$ cat src/rtl/can_ec_pkg.sv
package can_ec_pkg;

    typedef enum logic [1:0] {
        ST_ACTIVE  = 2'd0,
        ST_BUSOFF  = 2'd1,
        ST_RECOVER = 2'd2
    } ec_state_e;

    typedef struct packed {
        ec_state_e state;
        logic      init;
        logic      bus_off;
        logic      flag;
        logic      evt;
    } ec_ctrl_t;

endpackage

$ cat src/rtl/can_ec_counters.sv
module can_ec_counters #(
    parameter int CNT_W    = 8,
    parameter int WARN_LVL = 96,
    parameter int TX_STEP  = 8
) (
    input  logic             clk,
    input  logic             rst_n,
    input  logic             active_i,
    input  logic             clear_i,
    input  logic             tx_err_i,
    input  logic             tx_ok_i,
    input  logic             rx_err_i,
    input  logic             rx_ok_i,
    output logic             trip_o,
    output logic [CNT_W-1:0] tec_o,
    output logic [CNT_W-1:0] rec_o,
    output logic             warn_o
);
    localparam logic [CNT_W:0]   SUM_MAX = {1'b0, {CNT_W{1'b1}}};
    localparam logic [CNT_W-1:0] CNT_MAX = {CNT_W{1'b1}};
    localparam logic [CNT_W-1:0] WARN_V  = CNT_W'(WARN_LVL);
    localparam logic [CNT_W:0]   STEP_V  = (CNT_W+1)'(TX_STEP);

    typedef struct packed {
        logic [CNT_W-1:0] tec;
        logic [CNT_W-1:0] rec;
        logic             warn;
    } cnt_t;

    cnt_t cnt_d, cnt_q;
    logic [CNT_W:0] tec_sum;

    always_comb begin
        tec_sum = {1'b0, cnt_q.tec} + STEP_V;
        trip_o  = active_i && tx_err_i && (tec_sum > SUM_MAX);
        cnt_d   = cnt_q;
        if (clear_i) begin
            cnt_d.tec = '0;
            cnt_d.rec = '0;
        end else if (active_i) begin
            if (tx_err_i) begin
                cnt_d.tec = trip_o ? CNT_MAX : tec_sum[CNT_W-1:0];
            end else if (tx_ok_i && cnt_q.tec != '0) begin
                cnt_d.tec = cnt_q.tec - 1'b1;
            end
            if (rx_err_i) begin
                if (cnt_q.rec != CNT_MAX) cnt_d.rec = cnt_q.rec + 1'b1;
            end else if (rx_ok_i && cnt_q.rec != '0) begin
                cnt_d.rec = cnt_q.rec - 1'b1;
            end
        end
        cnt_d.warn = (cnt_d.tec >= WARN_V) || (cnt_d.rec >= WARN_V);
    end

    always_ff @(posedge clk or negedge rst_n) begin
        if (!rst_n) cnt_q <= '0;
        else        cnt_q <= cnt_d;
    end

    assign tec_o  = cnt_q.tec;
    assign rec_o  = cnt_q.rec;
    assign warn_o = cnt_q.warn;

    p_warn_high_r1: assert property (@(posedge clk) disable iff (!rst_n)
        (cnt_q.tec >= WARN_V || cnt_q.rec >= WARN_V) |-> warn_o);

    p_inactive_freeze_r3: assert property (@(posedge clk) disable iff (!rst_n)
        (!active_i && !clear_i) |=> ($stable(tec_o) && $stable(rec_o)));

    p_tec_hold_r4: assert property (@(posedge clk) disable iff (!rst_n)
        (!tx_err_i && !tx_ok_i && !clear_i) |=> $stable(tec_o));

    p_tec_no_rise_on_ok_r4: assert property (@(posedge clk) disable iff (!rst_n)
        (!tx_err_i && !clear_i) |=> (tec_o <= $past(tec_o)));

endmodule

$ cat src/rtl/can_ec_recovery.sv
module can_ec_recovery #(
    parameter int RUN_LEN = 11,
    parameter int SEQ_LEN = 128
) (
    input  logic clk,
    input  logic rst_n,
    input  logic en_i,
    input  logic strobe_i,
    input  logic level_i,
    output logic run_done_o,
    output logic seq_done_o
);
    localparam int RUN_W = $clog2(RUN_LEN + 1);
    localparam int SEQ_W = $clog2(SEQ_LEN + 1);
    localparam logic [RUN_W-1:0] RUN_LAST = RUN_W'(RUN_LEN - 1);
    localparam logic [SEQ_W-1:0] SEQ_LAST = SEQ_W'(SEQ_LEN - 1);

    typedef struct packed {
        logic [RUN_W-1:0] run;
        logic [SEQ_W-1:0] seq;
    } rcv_t;

    rcv_t rcv_d, rcv_q;

    always_comb begin
        rcv_d      = rcv_q;
        run_done_o = 1'b0;
        seq_done_o = 1'b0;
        if (!en_i) begin
            rcv_d = '0;
        end else if (strobe_i) begin
            if (!level_i) begin
                rcv_d.run = '0;
            end else if (rcv_q.run == RUN_LAST) begin
                run_done_o = 1'b1;
                rcv_d.run  = '0;
                if (rcv_q.seq == SEQ_LAST) begin
                    seq_done_o = 1'b1;
                    rcv_d.seq  = '0;
                end else begin
                    rcv_d.seq = rcv_q.seq + 1'b1;
                end
            end else begin
                rcv_d.run = rcv_q.run + 1'b1;
            end
        end
    end

    always_ff @(posedge clk or negedge rst_n) begin
        if (!rst_n) rcv_q <= '0;
        else        rcv_q <= rcv_d;
    end

    p_run_bound_r6: assert property (@(posedge clk) disable iff (!rst_n)
        rcv_q.run <= RUN_LAST);

    p_dominant_restart_r7: assert property (@(posedge clk) disable iff (!rst_n)
        (en_i && strobe_i && !level_i) |=> (rcv_q.run == '0));

    p_seq_only_on_run_r6: assert property (@(posedge clk) disable iff (!rst_n)
        (en_i && !run_done_o) |=> $stable(rcv_q.seq));

endmodule

$ cat src/rtl/can_err_confine.sv
module can_err_confine
    import can_ec_pkg::*;
#(
    parameter int CNT_W    = 8,
    parameter int WARN_LVL = 96,
    parameter int TX_STEP  = 8,
    parameter int RUN_LEN  = 11,
    parameter int SEQ_LEN  = 128
) (
    input  logic             clk,
    input  logic             rst_n,
    input  logic             bit_strobe,
    input  logic             bit_recessive,
    input  logic             tx_err,
    input  logic             rx_err,
    input  logic             tx_ok,
    input  logic             rx_ok,
    input  logic             init_set,
    input  logic             init_clr,
    input  logic             flag_ack,
    output logic [CNT_W-1:0] tec,
    output logic [CNT_W-1:0] rec,
    output logic             warn,
    output logic             bus_off,
    output logic             init,
    output logic             recov_flag,
    output logic             status_evt
);
    localparam logic [CNT_W-1:0] CNT_MAX = {CNT_W{1'b1}};
    localparam ec_ctrl_t CTRL_RST = '{state: ST_ACTIVE, init: 1'b1,
                                      bus_off: 1'b0, flag: 1'b0, evt: 1'b0};

    ec_ctrl_t ctl_d, ctl_q;
    logic active, trip, run_done, seq_done, rcv_en;

    assign active = (ctl_q.state == ST_ACTIVE) && !ctl_q.init;
    assign rcv_en = (ctl_q.state == ST_RECOVER);

    can_ec_counters #(
        .CNT_W   (CNT_W),
        .WARN_LVL(WARN_LVL),
        .TX_STEP (TX_STEP)
    ) u_cnt (
        .clk     (clk),
        .rst_n   (rst_n),
        .active_i(active),
        .clear_i (seq_done),
        .tx_err_i(tx_err),
        .tx_ok_i (tx_ok),
        .rx_err_i(rx_err),
        .rx_ok_i (rx_ok),
        .trip_o  (trip),
        .tec_o   (tec),
        .rec_o   (rec),
        .warn_o  (warn)
    );

    can_ec_recovery #(
        .RUN_LEN(RUN_LEN),
        .SEQ_LEN(SEQ_LEN)
    ) u_rcv (
        .clk       (clk),
        .rst_n     (rst_n),
        .en_i      (rcv_en),
        .strobe_i  (bit_strobe),
        .level_i   (bit_recessive),
        .run_done_o(run_done),
        .seq_done_o(seq_done)
    );

    always_comb begin
        ctl_d     = ctl_q;
        ctl_d.evt = run_done;
        if (run_done)      ctl_d.flag = 1'b1;
        else if (flag_ack) ctl_d.flag = 1'b0;
        unique case (ctl_q.state)
            ST_ACTIVE: begin
                if (trip) begin
                    ctl_d.state   = ST_BUSOFF;
                    ctl_d.bus_off = 1'b1;
                    ctl_d.init    = 1'b1;
                end else if (init_set) begin
                    ctl_d.init = 1'b1;
                end else if (init_clr) begin
                    ctl_d.init = 1'b0;
                end
            end
            ST_BUSOFF: begin
                if (init_clr) begin
                    ctl_d.state = ST_RECOVER;
                    ctl_d.init  = 1'b0;
                end
            end
            ST_RECOVER: begin
                if (seq_done) begin
                    ctl_d.state   = ST_ACTIVE;
                    ctl_d.bus_off = 1'b0;
                end
            end
            default: ctl_d = CTRL_RST;
        endcase
    end

    always_ff @(posedge clk or negedge rst_n) begin
        if (!rst_n) ctl_q <= CTRL_RST;
        else        ctl_q <= ctl_d;
    end

    assign bus_off    = ctl_q.bus_off;
    assign init       = ctl_q.init;
    assign recov_flag = ctl_q.flag;
    assign status_evt = ctl_q.evt;

    p_busoff_sat_r2: assert property (@(posedge clk) disable iff (!rst_n)
        bus_off |-> (tec == CNT_MAX));

    p_busoff_init_r3: assert property (@(posedge clk) disable iff (!rst_n)
        (ctl_q.state == ST_BUSOFF) |-> (init && bus_off));

    p_evt_in_recovery_r6: assert property (@(posedge clk) disable iff (!rst_n)
        status_evt |-> ($past(ctl_q.state) == ST_RECOVER));

    p_evt_sets_flag_r10: assert property (@(posedge clk) disable iff (!rst_n)
        status_evt |-> recov_flag);

    p_init_low_recover_r8: assert property (@(posedge clk) disable iff (!rst_n)
        (ctl_q.state == ST_RECOVER) |-> !init);

    p_release_clean_r9: assert property (@(posedge clk) disable iff (!rst_n)
        $fell(bus_off) |-> (tec == '0 && rec == '0 && !warn && !init));

endmodule

$ cat config.mk
export PLATFORM = sky130hd
export DESIGN_NAME = can_err_confine
export DESIGN_NICKNAME = d
export VERILOG_FILES = /design/src/rtl/can_ec_pkg.sv /design/src/rtl/can_ec_counters.sv /design/src/rtl/can_ec_recovery.sv /design/src/rtl/can_err_confine.sv
export SDC_FILE = /design/constraint.sdc
export NUM_CORES = 1
export LEC_CHECK = 0
export BUFFER_PORTS_ARGS = -buffer_cell sky130_fd_sc_hd__clkbuf_2
export CAP_MARGIN = 10
export CORE_MARGIN = 4
export CORE_UTILIZATION = 45
export CTS_CLUSTER_SIZE = 28
export DETAILED_ROUTE_END_ITERATION = 10
export PLACE_DENSITY = 0.65
export SLEW_MARGIN = 20
export SYNTH_ARGS = -nofsm -noshare
export SYNTH_HDL_FRONTEND = slang
export SYNTH_SLANG_ARGS = --single-unit
$ cat constraint.sdc
create_clock -name clk -period 4.98 [get_ports clk]
set_input_delay 1.245 -clock clk [delete_from_list [all_inputs] [get_ports clk]]
set_output_delay 1.245 -clock clk [all_outputs]
set_load 0.01 [all_outputs]
==> reports/qor.txt <==
STATUS
--------------------------------------------------------------------------------------------------------
Run status                                                                                     completed

TIMING
--------------------------------------------------------------------------------------------------------
Worst Hold Margin                                                                                 489 ps
Post-route clock period utilization                                                                48.2%
Final hold viol count                                                                                  0
Highest clock rate                                                                               417 MHz
Final setup violation count                                                                            0
Worst max-slew margin expressed relative to the limit                                              43.7%
Aggregate negative setup slack                                                                      0 ps
Post-route clock skew                                                                            4.73 ps
Actual slew at the worst max-slew pin                                                             844 ps
Final slew viol count                                                                                  0
RSZ-0062 raised after global routing                                                                  no
Time the final worst path needs with I/O delays and setup                                        2400 ps

SYNTH
--------------------------------------------------------------------------------------------------------
XOR/XNOR share of the synthesized area                                                             3.66%
Yosys top cell area share                                                                          35.5%
Netlist area before placement                                                                 2400 sq um
Share of synthesized area occupied by flip-flops and latches                                       36.6%
Number of storage elements in the synthesis netlist                                                   35
Commonest register cell after synthesis                                                     sky130_fd_sc_hd__dfrtp_1
Post-synthesis mux area share                                                                      1.31%
Number of warning messages in the yosys log                                                            0
Synth cell count leaders                                                                    34 x sky130_fd_sc_hd__dfrtp_1, 26 x sky130_fd_sc_hd__nor2_1, 19 x sky130_fd_sc_hd__o21ai_0
Cell variety after synth                                                                              57
Synth Area in Compound Gates                                                                       19.5%
Post-synthesis async set-or-reset flop share                                                        100%
Synthesized area divided by synthesized cell count                                            8.68 sq um
Biggest area contributors in the synthesized netlist                                        sky130_fd_sc_hd__dfrtp_1 36%, sky130_fd_sc_hd__ha_1 6.3%, sky130_fd_sc_hd__nor2_1 4.1%
Fraction of the mapped netlist area in simple logic gates                                          27.3%
Post-synth EDFFs                                                                                       0
Dominant cell type by area after synthesis                                                  sky130_fd_sc_hd__dfrtp_1
Gate Count Post-Synth                                                                                276
Dominant combinational cell family by area after synthesis                                  simple AND/OR/NAND/NOR gates
Dominant cell by count in the synthesized netlist                                           sky130_fd_sc_hd__dfrtp_1
Post-synthesis net count                                                                             299
Post-synthesis adder-cell area fraction                                                            6.27%

CLOCK TREE
--------------------------------------------------------------------------------------------------------
Clk Latency, worst-skew pair                                                                      290 ps
H-tree depth                                                                                           2
Clock Tree Root                                                                             sky130_fd_sc_hd__clkbuf_8
Post-CTS clock slew at the launch and capture registers of the worst setup and hold paths          80 ps
CTS tree                                                                                           built
Number of setup buffers added after CTS                                                                0
Clock Sink Count                                                                                      35
Number of cells upsized or downsized after cts                                                         0
CTS Buffer Depth                                                                                       2
Number of buffers created by CTS                                                                       5
Hold-fix buffers at CTS                                                                                0

FINISH
--------------------------------------------------------------------------------------------------------
Count of nets after finishing                                                                        324
Filler instances                                                                                     498
Antenna fix cells                                                                                      0
Share of post-route cells with drive strength above 1                                              17.2%
Growth of design area from synthesis to finish                                                     11.9%

WORST SETUP PATH
--------------------------------------------------------------------------------------------------------
Crit-path max FO                                                                                       6
Endpoint class of the critical path                                                                 flop
Critical path, cell by cell                                                                 clkbuf_2 > nor2b_1 > and3_1 > a311oi_1 > a211o_1 > a31o_1 > o2111ai_2
Kind of critical path                                                                          in -> reg
Startpoint type of the worst setup path                                                     primary input
Critical path's largest stage delay                                                               310 ps
Master of the slowest instance on the critical path                                         sky130_fd_sc_hd__nor2b_1
CP Data Arrival Time                                                                             2600 ps
Top Family by Delay on Critical Path                                                        compound AO/OA/AOI/OAI gates
Critical Path RT                                                                                 5180 ps
Buf/Inv on CP                                                                                          1

DIE
--------------------------------------------------------------------------------------------------------
Die span in x                                                                                    81.0 um
Cell Rows                                                                                             26
Floorplan Core Area                                                                           5140 sq um
Full die area                                                                                 6560 sq um
Die height                                                                                       81.0 um
Initial Util                                                                                       46.6%
Number of placed I/O pins                                                                             32

DETAILED ROUTING
--------------------------------------------------------------------------------------------------------
Antenna Nets Post-Route                                                                                0
First-pass iteration count of the detailed router                                                      6
Total number of vias                                                                                2063
Final wirelength                                                                                 5.18 mm
Met2 wire len                                                                                    2.30 mm
Mean routed wirelength per cell                                                                  13.9 um
Top sig layer                                                                                       met4
Detail-routed via count per cell                                                                    5.55
Number of remaining DRC errors                                                                         0
Wire length on met3                                                                               234 um
Routed metal-1 wire length                                                                       2.61 mm
DR iter-0 viols                                                                                      222

POWER AND IR DROP
--------------------------------------------------------------------------------------------------------
Worst vdd ir                                                                                  0.000191 V
Static leakage                                                                                   1.22 nW
Overall Power                                                                                    1.19 mW
Power per cell area                                                                          444 nW/um^2

GLOBAL ROUTING
--------------------------------------------------------------------------------------------------------
Sum of overflow across all layers after global routing                                                 0
Antenna violations before repair                                                                       0
Vias in the first global route                                                                      1918
Global router's overall resource usage                                                             17.0%
Maximum number of pins on one net before global-route repair                                          36
Global-route wire length before repair                                                           8.82 mm

PLACED DESIGN
--------------------------------------------------------------------------------------------------------
Port bufs                                                                                             31
Routability-driven placement congestion ratio                                                      0.824
Post-DP HPWL                                                                                     3.69 mm

MIN PATH
--------------------------------------------------------------------------------------------------------
Path category of the worst min-delay check                                                    reg -> reg

RUN
--------------------------------------------------------------------------------------------------------
Number of violations of the max-capacitance limit                                                      0

==> where the power goes <==
part	internal (mW)	switching, mW
registers	0.350	0.136
logic	0.202	0.243
clock network	0.149	0.109
total	0.701	0.489
==> layout by cell type (no fill, tap or decap), types with 8 or more instances in the layout <==
master,synthesis,final
sky130_fd_sc_hd__dfrtp_1,34,34
sky130_fd_sc_hd__nor2_1,26,26
sky130_fd_sc_hd__nand3_1,11,11
sky130_fd_sc_hd__nor3_1,8,8
sky130_fd_sc_hd__nor2b_1,8,8
sky130_fd_sc_hd__a21oi_1,18,18
sky130_fd_sc_hd__ha_1,12,12
sky130_fd_sc_hd__and3_1,8,8
sky130_fd_sc_hd__nand2_1,18,18
sky130_fd_sc_hd__o21ai_0,19,19
sky130_fd_sc_hd__clkbuf_2,0,31
sky130_fd_sc_hd__xnor2_1,8,8
sky130_fd_sc_hd__inv_1,15,15
==> cell families after synthesis <==
family | count (synthesis)
AOI/OAI and AO/OA | 73
adders and majority gates | 12
DFF | 35
muxes | 3
xor gates and xnor gates | 10
buffers and inverters | 28
and+or+nand+nor | 115
==> final timing paths <==
check / depth (start not counted) / start / slack, ps / to
hold / removal: 1 / u_rcv.rcv_q[11]$_DFFE_PN0P_ / 490 / u_rcv.rcv_q[11]$_DFFE_PN0P_
min in group asynchronous: 1 / rst_n / 1050 / u_cnt.rec_o[1]$_DFF_PN0_
setup reg to reg: 8 / u_cnt.tec_o[3]$_DFF_PN0_ / 2640 / u_cnt.tec_o[4]$_DFF_PN0_
max in group asynchronous: 1 / rst_n / 3400 / status_evt$_DFF_PN0_
hold reg to reg: 1 / u_rcv.rcv_q[11]$_DFFE_PN0P_ / 490 / u_rcv.rcv_q[11]$_DFFE_PN0P_
setup / recovery: 7 / tx_ok / 2580 / u_cnt.warn_o$_DFF_PN0_
==> cell type report <==
class / instances / area [sq um] / share of cell area (%)
flip-flops and latches: 35 / 877 / 32.7
clock inverters: 3 / 43.8 / 1.63
repair buffers: 31 / 155 / 5.79
well taps: 70 / 87.6 / 3.27
inverters: 15 / 56.3 / 2.10
multi-input cells: 213 / 1390 / 51.9
clock buffers: 5 / 68.8 / 2.57
==> routing by layer <==
layer	track usage (%)	vias to the layer above
met4	4.90	0
met3	3.66	2
met5	0	-
li1	-	1041
met1	24.3	967
met2	25.6	53
==> state kept, by name (all words and copies together), names as in the netlist <==
| signal | cells |
|---|---|
| u_cnt.warn_o | 1 |
| ctl_q | 2 |
| init | 1 |
| u_rcv.rcv_q | 12 |
| recov_flag | 1 |
| u_cnt.tec_o | 8 |
| u_cnt.rec_o | 8 |
| bus_off | 1 |
| status_evt | 1 |
==> stage by stage <==
stage	setup slack (ps)	util, %	instances	cell area (sq um)
after floorplan	2520	-	276	2400
final	2580	52.1	372	2680
after global placement	2320	50.0	364	2570
after detailed placement	2280	50.0	364	2570
after global routing	2410	52.1	372	2680
after CTS	2600	52.1	372	2680
Power figures use the tool's default switching activity.
